--- src/rtl/fra_pkg.sv ---
package fra_pkg;

    localparam int OP_W = 4;
    localparam int FL_W = 4;

    typedef enum logic [OP_W-1:0] {
        OPC_SKIP     = 4'd0,
        OPC_SKIP_RD  = 4'd1,
        OPC_DEC_CMP  = 4'd2,
        OPC_INC_SUB  = 4'd3,
        OPC_SHL_OR   = 4'd4,
        OPC_ROL_AND  = 4'd5,
        OPC_SHR_XOR  = 4'd6,
        OPC_ROR_ADD  = 4'd7,
        OPC_LD_AX    = 4'd8,
        OPC_ST_AND   = 4'd9,
        OPC_SUB_IMM  = 4'd10
    } op_class_e;

    // bit 3 = N, bit 2 = V, bit 1 = Z, bit 0 = C
    typedef struct packed {
        logic n;
        logic v;
        logic z;
        logic c;
    } flags_t;

    function automatic logic is_rmw(op_class_e op);
        return op inside {OPC_DEC_CMP, OPC_INC_SUB, OPC_SHL_OR,
                          OPC_ROL_AND, OPC_SHR_XOR, OPC_ROR_ADD};
    endfunction

    function automatic logic writes_mem(op_class_e op);
        return is_rmw(op) || (op == OPC_ST_AND);
    endfunction

    function automatic logic reads_opnd(op_class_e op);
        return is_rmw(op) || (op inside {OPC_SKIP_RD, OPC_LD_AX, OPC_SUB_IMM});
    endfunction

endpackage

--- src/rtl/fra_adder.sv ---
module fra_adder #(
    parameter int DW     = 8,
    parameter bit RIPPLE = 1'b0
) (
    input  logic [DW-1:0] op_a,
    input  logic [DW-1:0] op_b,
    input  logic          cin,
    output logic [DW-1:0] sum,
    output logic          cout,
    output logic          ovf
);
    localparam int MSB = DW - 1;

    generate
        if (RIPPLE) begin : g_ripple
            logic [DW:0] cy;
            assign cy[0] = cin;
            for (genvar i = 0; i < DW; i++) begin : g_bit
                assign sum[i]   = op_a[i] ^ op_b[i] ^ cy[i];
                assign cy[i+1]  = (op_a[i] & op_b[i]) | (cy[i] & (op_a[i] ^ op_b[i]));
            end
            assign cout = cy[DW];
        end else begin : g_flat
            assign {cout, sum} = {1'b0, op_a} + {1'b0, op_b} + {{DW{1'b0}}, cin};
        end
    endgenerate

    // signed overflow: inputs agree in sign, result disagrees
    assign ovf = (op_a[MSB] == op_b[MSB]) && (sum[MSB] != op_a[MSB]);

endmodule

--- src/rtl/fra_modify.sv ---
module fra_modify
    import fra_pkg::*;
#(
    parameter int DW = 8
) (
    input  op_class_e     op,
    input  logic [DW-1:0] opnd,
    input  logic          c_in,
    output logic [DW-1:0] mod,
    output logic          sh_c
);
    localparam int MSB = DW - 1;

    always_comb begin
        mod  = opnd;
        sh_c = c_in;
        case (op)
            OPC_DEC_CMP: mod = opnd - DW'(1);
            OPC_INC_SUB: mod = opnd + DW'(1);
            OPC_SHL_OR:  begin mod = {opnd[MSB-1:0], 1'b0}; sh_c = opnd[MSB]; end
            OPC_ROL_AND: begin mod = {opnd[MSB-1:0], c_in}; sh_c = opnd[MSB]; end
            OPC_SHR_XOR: begin mod = {1'b0, opnd[MSB:1]};   sh_c = opnd[0];   end
            OPC_ROR_ADD: begin mod = {c_in, opnd[MSB:1]};   sh_c = opnd[0];   end
            default: ;
        endcase
    end

endmodule

--- src/rtl/fra_accum.sv ---
module fra_accum
    import fra_pkg::*;
#(
    parameter int DW     = 8,
    parameter bit RIPPLE = 1'b0
) (
    input  op_class_e     op,
    input  logic [DW-1:0] a_cur,
    input  logic [DW-1:0] x_cur,
    input  flags_t        fl_cur,
    input  logic [DW-1:0] mod,
    input  logic          sh_c,
    output logic [DW-1:0] a_nx,
    output logic [DW-1:0] x_nx,
    output flags_t        fl_nx,
    output logic [DW-1:0] wdata
);
    localparam int MSB = DW - 1;

    logic [DW-1:0] add_b;
    logic          add_ci;
    logic [DW-1:0] add_s;
    logic          add_co;
    logic          add_v;

    // one adder serves compare, both subtracts and the rotate-add
    always_comb begin
        add_b  = mod;
        add_ci = 1'b0;
        case (op)
            OPC_DEC_CMP: begin add_b = ~mod; add_ci = 1'b1;     end
            OPC_INC_SUB,
            OPC_SUB_IMM: begin add_b = ~mod; add_ci = fl_cur.c; end
            OPC_ROR_ADD: begin add_b = mod;  add_ci = sh_c;     end
            default: ;
        endcase
    end

    fra_adder #(.DW(DW), .RIPPLE(RIPPLE)) u_add (
        .op_a (a_cur),
        .op_b (add_b),
        .cin  (add_ci),
        .sum  (add_s),
        .cout (add_co),
        .ovf  (add_v)
    );

    always_comb begin
        a_nx  = a_cur;
        x_nx  = x_cur;
        fl_nx = fl_cur;
        wdata = mod;
        case (op)
            OPC_DEC_CMP: begin
                fl_nx.c = add_co;
                fl_nx.z = (add_s == '0);
                fl_nx.n = add_s[MSB];
            end
            OPC_INC_SUB, OPC_SUB_IMM, OPC_ROR_ADD: begin
                a_nx    = add_s;
                fl_nx.c = add_co;
                fl_nx.v = add_v;
                fl_nx.z = (add_s == '0);
                fl_nx.n = add_s[MSB];
            end
            OPC_SHL_OR, OPC_ROL_AND, OPC_SHR_XOR: begin
                if (op == OPC_SHL_OR)       a_nx = a_cur | mod;
                else if (op == OPC_ROL_AND) a_nx = a_cur & mod;
                else                        a_nx = a_cur ^ mod;
                fl_nx.c = sh_c;
                fl_nx.z = (a_nx == '0);
                fl_nx.n = a_nx[MSB];
            end
            OPC_LD_AX: begin
                a_nx    = mod;
                x_nx    = mod;
                fl_nx.z = (mod == '0);
                fl_nx.n = mod[MSB];
            end
            OPC_ST_AND: wdata = a_cur & x_cur;
            default: ;
        endcase
    end

endmodule

--- src/rtl/fused_rmw_alu.sv ---
module fused_rmw_alu
    import fra_pkg::*;
#(
    parameter int DW           = 8,
    parameter bit ADDER_RIPPLE = 1'b0
) (
    input  logic            clk,
    input  logic            rst,
    input  logic            issue,
    input  logic [OP_W-1:0] op_in,
    input  logic [DW-1:0]   opnd_in,
    input  logic [DW-1:0]   a_in,
    input  logic [DW-1:0]   x_in,
    input  logic [FL_W-1:0] flags_in,
    output logic            done,
    output logic            mem_we,
    output logic            opnd_rd,
    output logic [DW-1:0]   a_out,
    output logic [DW-1:0]   x_out,
    output logic [DW-1:0]   mem_wdata,
    output logic [FL_W-1:0] flags_out
);
    op_class_e     op;
    flags_t        fl_cur;
    flags_t        fl_nx;
    logic [DW-1:0] mod;
    logic          sh_c;
    logic [DW-1:0] a_nx;
    logic [DW-1:0] x_nx;
    logic [DW-1:0] wd_nx;

    assign op     = op_class_e'(op_in);
    assign fl_cur = flags_t'(flags_in);

    fra_modify #(.DW(DW)) u_mod (
        .op   (op),
        .opnd (opnd_in),
        .c_in (fl_cur.c),
        .mod  (mod),
        .sh_c (sh_c)
    );

    fra_accum #(.DW(DW), .RIPPLE(ADDER_RIPPLE)) u_acc (
        .op     (op),
        .a_cur  (a_in),
        .x_cur  (x_in),
        .fl_cur (fl_cur),
        .mod    (mod),
        .sh_c   (sh_c),
        .a_nx   (a_nx),
        .x_nx   (x_nx),
        .fl_nx  (fl_nx),
        .wdata  (wd_nx)
    );

    always_ff @(posedge clk) begin
        if (rst) begin
            done      <= 1'b0;
            mem_we    <= 1'b0;
            opnd_rd   <= 1'b0;
            a_out     <= '0;
            x_out     <= '0;
            mem_wdata <= '0;
            flags_out <= '0;
        end else begin
            done    <= issue;
            mem_we  <= issue && writes_mem(op);
            opnd_rd <= issue && reads_opnd(op);
            if (issue) begin
                a_out     <= a_nx;
                x_out     <= x_nx;
                mem_wdata <= wd_nx;
                flags_out <= fl_nx;
            end
        end
    end

endmodule

--- config.mk ---
export PLATFORM = sky130hd
export DESIGN_NAME = fused_rmw_alu
export DESIGN_NICKNAME = d
export VERILOG_FILES = /design/src/rtl/fra_pkg.sv /design/src/rtl/fra_adder.sv /design/src/rtl/fra_modify.sv /design/src/rtl/fra_accum.sv /design/src/rtl/fused_rmw_alu.sv
export SDC_FILE = /design/constraint.sdc
export NUM_CORES = 1
export LEC_CHECK = 0
export BUFFER_PORTS_ARGS = -buffer_cell sky130_fd_sc_hd__buf_2
export CORE_UTILIZATION = 50
export DETAILED_ROUTE_END_ITERATION = 12
export PLACE_DENSITY_LB_ADDON = 0.15
export SETUP_SLACK_MARGIN = 0.4
export SYNTH_ARGS = -nofsm -noshare
export SYNTH_HDL_FRONTEND = slang
export SYNTH_SLANG_ARGS = --single-unit
--- constraint.sdc ---
create_clock -name clk -period 4.1 [get_ports clk]
set_input_delay 0.41 -clock clk [delete_from_list [all_inputs] [get_ports clk]]
set_output_delay 0.41 -clock clk [all_outputs]
set_load 0.02 [all_outputs]
==> results of run 1 <==
## routing by layer
layer  vias to the layer above  part of all wire [%]  global-route usage [%]
met5                         -                     0                       0
met4                         0                   1.7                    8.21
met3                        17                   6.4                    3.48
met2                       139                    47                    48.1
met1                      1578                    45                    39.0
li1                       1670                     -                       -
## area by class of cell
class | instances | area (um2) | area share (%)
multi-input combinational | 345 | 2370 | 63.3
sequential | 31 | 621 | 16.6
timing repair buffer | 84 | 468 | 12.5
clock buffer | 7 | 96.3 | 2.57
tap | 75 | 93.8 | 2.50
inverter | 24 | 90.1 | 2.40
clock inverter | 1 | 7.51 | 0.200
## kinds of logic (layout without fill, tap and decap cells)
logic type                 Yosys count  in the layout  synth area share (%)
muxes                               11             11                  3.67
DFF                                 31             31                  19.8
and+or+nand+nor                    154            154                  23.9
buffers and inverters               52            116                  6.62
AOI/OAI and AO/OA                  129            129                  26.9
xor gates and xnor gates            16             16                  4.47
adders and majority gates           35             35                  14.7
## worst max-delay path by stage
stage	from	end	depth (start not counted)
after floorplan	op_in[3]	flags_out[2]	15
after global placement	op_in[3]	flags_out[3]	16
after detailed placement	op_in[1]	flags_out[1]	17
after CTS	op_in[1]	flags_out[2]	17
after global routing	op_in[1]	flags_out[3]	17
final	op_in[1]	flags_out[2]	17
## cell usage after synthesis (all sizes together), types with 3 or more instances
cell	number
nor2	51
nand2	36
o21ai	33
ha	32
dfxtp	31
a21oi	28
inv	24
clkbuf	21
nor3	12
a211oi	11
nand3	11
o211ai	11
xnor2	11
nand2b	10
a311oi	9
buf	7
mux2i	7
a22oi	6
nor2b	6
and2	5
xor2	5
a21o	4
mux2	4
nand3b	4
and3	3
fa	3
o22ai	3
o2bb2ai	3
or3	3
## critical path, cell delays in order
cell	delay (ns)
buf_2	0.10
nand2_2	0.06
or3_4	0.40
ha_2	0.33
a21oi_2	0.17
a21boi_1	0.09
o21ai_1	0.16
mux2_2	0.36
o21ai_2	0.16
inv_1	0.10
xnor2_1	0.14
ha_1	0.36
nand2_1	0.08
o21ai_2	0.20
xnor2_1	0.09
o311a_1	0.32
nor3_1	0.15
## report_power, final
group	total [mW]	switching (mW)	internal, mW
clock network	0.278	0.125	0.153
logic	0.493	0.293	0.200
registers	0.334	0.00926	0.324
## registers in the layout, summed over array words and instances (netlist names)
signal,cells
opnd_rd,1
done,1
x_out,8
a_out,8
mem_wdata,8
mem_we,1
flags_out,4
==> impl_metrics.ini, run 1 <==
[run_status]
status = finished, final reports clean

[clock_tree]
cts_root_buf = clkbuf_8
cts_tree = yes
clock_path_buffers = 2
post_cts_buffers = 0
h-tree-depth = 2
hold_buffers = 0
cts_buffers = 5
path_clk_slew_ns = 0.07
cts.sinks = 31
cts_resized = 3
clkLatencyLatePin_ns = 0.29

[synthesis]
synth_top_cell_by_area = dfxtp_1
syn_area_um2 = 3140
synthDistinctLibCells = 56
netlist_instances = 428
syn_nets = 498
synth_top_area_share_pct = 19.8
synth-edff-count = 0
avgSynthCellArea_um2 = 7.33
synth_ff_type = dfxtp_1
synth_warnings = 0
synth_seq_area_share_pct = 19.8
ys_ff_latch = 31
synth_area_leaders = dfxtp_1 20%, ha_1 13%, nor2_1 6.1%, o21ai_0 4.9%, a21oi_1 4.5%
synthArstFlopShare_pct = 0

[detailed_routing]
drc = 0
viasPerCell = 6.00
drt_first_pass_iters = 4
drt_iter0_drc = 359
drt.antenna.violating_nets = 0
via_count = 3404
routed_wl_um = 9230
wl_per_cell_um = 16.3

[timing]
worst_pin_slew_ns = 0.910
period_share_pct = 84.9
tns_ns = 0
rsz0062_at_grt = false
hold_ws_ns = 0.403
hold_viol_final = 0
max_freq_mhz = 287
setup-violations-final = 0
finClkSkew_ns = 0
setup_ws_ns = 0.618
slew_violations = 0
finalCriticalPeriod_ns = 3.48
maxSlewHeadroom_pct = 39.3

[floorplanning]
start_util_pct = 52.3
rows = 28
die_h_um = 81.2
fp.dieArea_um2 = 6590
coreArea_um2 = 5990
die_width_um = 81.2
io_pins = 66

[global_routing]
grt_pass1_wl_um = 14600
grt_overflow_total = 0
antenna_found_initial = 0
first_global_vias = 3017
track_usage_pct = 29.0
grt_max_degree = 55

[min_path]
min_to = x_out[7]
hp-start = x_in[7]
hold_depth = 3
worst_hold_path_type = input pin to flop

[layout]
num_antenna_cells = 0
postLayoutCellArea_um2 = 3750
area_growth_pct = 19.5
final_common_cell = buf_2
nets = 561
fillers = 560
drive_gt1_share_pct = 23.0
layoutNonFillerInstCount = 567
final_cell_mix = 65 x buf_2, 51 x nor2_1, 35 x nand2_1
final_core_util_pct = 62.6

[place]
io_buffers = 65
hpwl_um = 7020
globalplace.congestion = 0.893
placed_area_um2 = 3580
dp_slack_ns = -0.0219
dp_cells = 559

[critical_path]
start_kind = input pin
cp.arrival_ns = 3.70
critPathRequiredTime_ns = 4.32
endpoint_kind = flop
reg2reg_depth = 2
r2r-start = a_out[2]
crit_type = input pin to flop
r2r_slack_ns = 3.37
r2r_end = a_out[2]
cp_max_fo = 9

[power]
ir_worst_vdd_uv = 162
power_density_nw_per_um2 = 295
leakagePower_nw = 1.68
total_power_mw = 1.10

[run]
maxCapViolCount = 0
Note: power is estimated with default switching activity, not from simulation.
==> run 2, diff against run 1 <==
==> constraint.sdc (replaced) <==
create_clock -name clk -period 3.4 [get_ports clk]
set_input_delay 0.34 -clock clk [delete_from_list [all_inputs] [get_ports clk]]
set_output_delay 0.34 -clock clk [all_outputs]
set_load 0.02 [all_outputs]
==> impl_metrics.ini, run 2 (synthesis gave the netlist of run 1 again) <==
[layout]
layout_top_registers = a_out (8), mem_wdata (8), x_out (8)
fillers = 465
final_cell_mix = 61 x buf_2, 49 x nor2_1, 49 x buf_4
postLayoutCellArea_um2 = 4370
drive_gt1_share_pct = 35.9
area_growth_pct = 39.3
nets = 597
num_antenna_cells = 0
final_common_cell = buf_2

[timing]
maxSlewHeadroom_pct = 45.0
max_freq_mhz = 302
tns_ns = 0
finalCriticalPeriod_ns = 3.31
hold_ws_ns = 0.343
worst_pin_slew_ns = 0.819
setup-violations-final = 0
rsz0062_at_grt = true
finClkSkew_ns = 0
slew_violations = 0
period_share_pct = 97.4
setup_ws_ns = 0.0871
hold_viol_final = 0

[global_routing]
grt_overflow_total = 0
grt_pass1_wl_um = 15800
antenna_found_initial = 0
grt_max_degree = 30
first_global_vias = 3332
track_usage_pct = 31.7

[critical_path]
cp.arrival_ns = 3.51
start_kind = input pin
reg2reg_depth = 2
r2r_end = x_out[7]
endpoint_kind = flop
cp_max_fo = 5
critPathRequiredTime_ns = 3.59
r2r-start = x_out[7]
crit_type = input pin to flop
r2r_slack_ns = 2.68

[power]
leakagePower_nw = 1.93
ir_worst_vdd_uv = 234
power_density_nw_per_um2 = 348
total_power_mw = 1.52

[floorplanning]
die_width_um = 81.2
io_pins = 66
coreArea_um2 = 5990
start_util_pct = 52.3
rows = 28
fp.dieArea_um2 = 6590
die_h_um = 81.2

[detailed_routing]
drt_iter0_drc = 361
viasPerCell = 6.02
drc = 0
routed_wl_um = 10500
wl_per_cell_um = 17.5
drt.antenna.violating_nets = 0
drt_first_pass_iters = 5
via_count = 3623

[place]
io_buffers = 65
dp_slack_ns = -0.270
hpwl_um = 7470
placed_area_um2 = 3900
globalplace.congestion = 0.902

[min_path]
hp-start = x_in[6]
worst_hold_path_type = input pin to flop
hold_depth = 3
min_to = x_out[6]

[run_status]
status = finished, final reports clean

[clock_tree]
cts_buffers = 5
clkLatencyLatePin_ns = 0.28
clock_path_buffers = 2
cts_root_buf = clkbuf_8
path_clk_slew_ns = 0.07
cts_tree = yes
cts.sinks = 31
hold_buffers = 0
h-tree-depth = 2

[run]
maxCapViolCount = 0
-- run 2: area by class of cell --
type / count / area [um2] / share of cell area (%)
clock buffer: 6 / 82.6 / 1.89
sequential: 31 / 621 / 14.2
inverter: 24 / 92.6 / 2.12
multi-input combinational: 346 / 2700 / 61.8
tap: 75 / 93.8 / 2.15
clock inverter: 1 / 5.00 / 0.115
timing repair buffer: 119 / 774 / 17.7
-- run 2: how the worst max path moves through the flow --
stage,from,to,slack [ns],cells after the start
6_report,op_in[3],flags_out[1],0.09,14
5_1_grt,op_in[3],flags_out[1],-0.07,15
4_1_cts,op_in[3],flags_out[1],0.14,15
3_5_place_dp,op_in[2],flags_out[1],-0.27,17
3_3_place_gp,op_in[2],flags_out[2],-0.23,17
2_1_floorplan,op_in[2],flags_out[1],0.07,13
-- run 2: where the power goes --
part | leakage [nW] | internal [mW] | switching (mW)
clock | 0.0470 | 0.159 | 0.149
sequential | 0.257 | 0.391 | 0.0118
combinational | 1.62 | 0.374 | 0.435
-- run 2: timing repair --
item | 4_1_cts | 5_1_grt
gates resized for setup | 24 | 34
endpoints found under the hold margin | 0 | 0
setup buffers | 5 | 3
pin swaps | 23 | 20
cloned | 1 | 0
setup endpoints to repair | 11 | 11
-- run 2: critical path, cell delays in order --
cell and delay, ns:
buf_6 0.10, or3_4 0.46, buf_4 0.17, ha_4 0.22, a21oi_1 0.12, o21ai_0 0.11
or3_1 0.35, and2_1 0.17, o211a_1 0.30, xor2_1 0.17, ha_1 0.36, xor2_2 0.21
nand3b_1 0.17, a311oi_1 0.25
-- run 2: through the flow --
step | cells | util (%)
6_report | 602 | 72.9
4_1_cts | 599 | 69.6
2_1_floorplan | 428 | -
5_1_grt | 602 | 72.9
3_3_place_gp | 586 | 65.1
3_5_place_dp | 586 | 65.1
-- run 2: routing by layer --
metal,vias up,GRT usage [%],routed length (um)
met5,-,0,0
met4,0,12.5,355
met3,34,5.62,729
met2,175,54.4,5000
met1,1674,39.1,4430
li1,1740,-,-
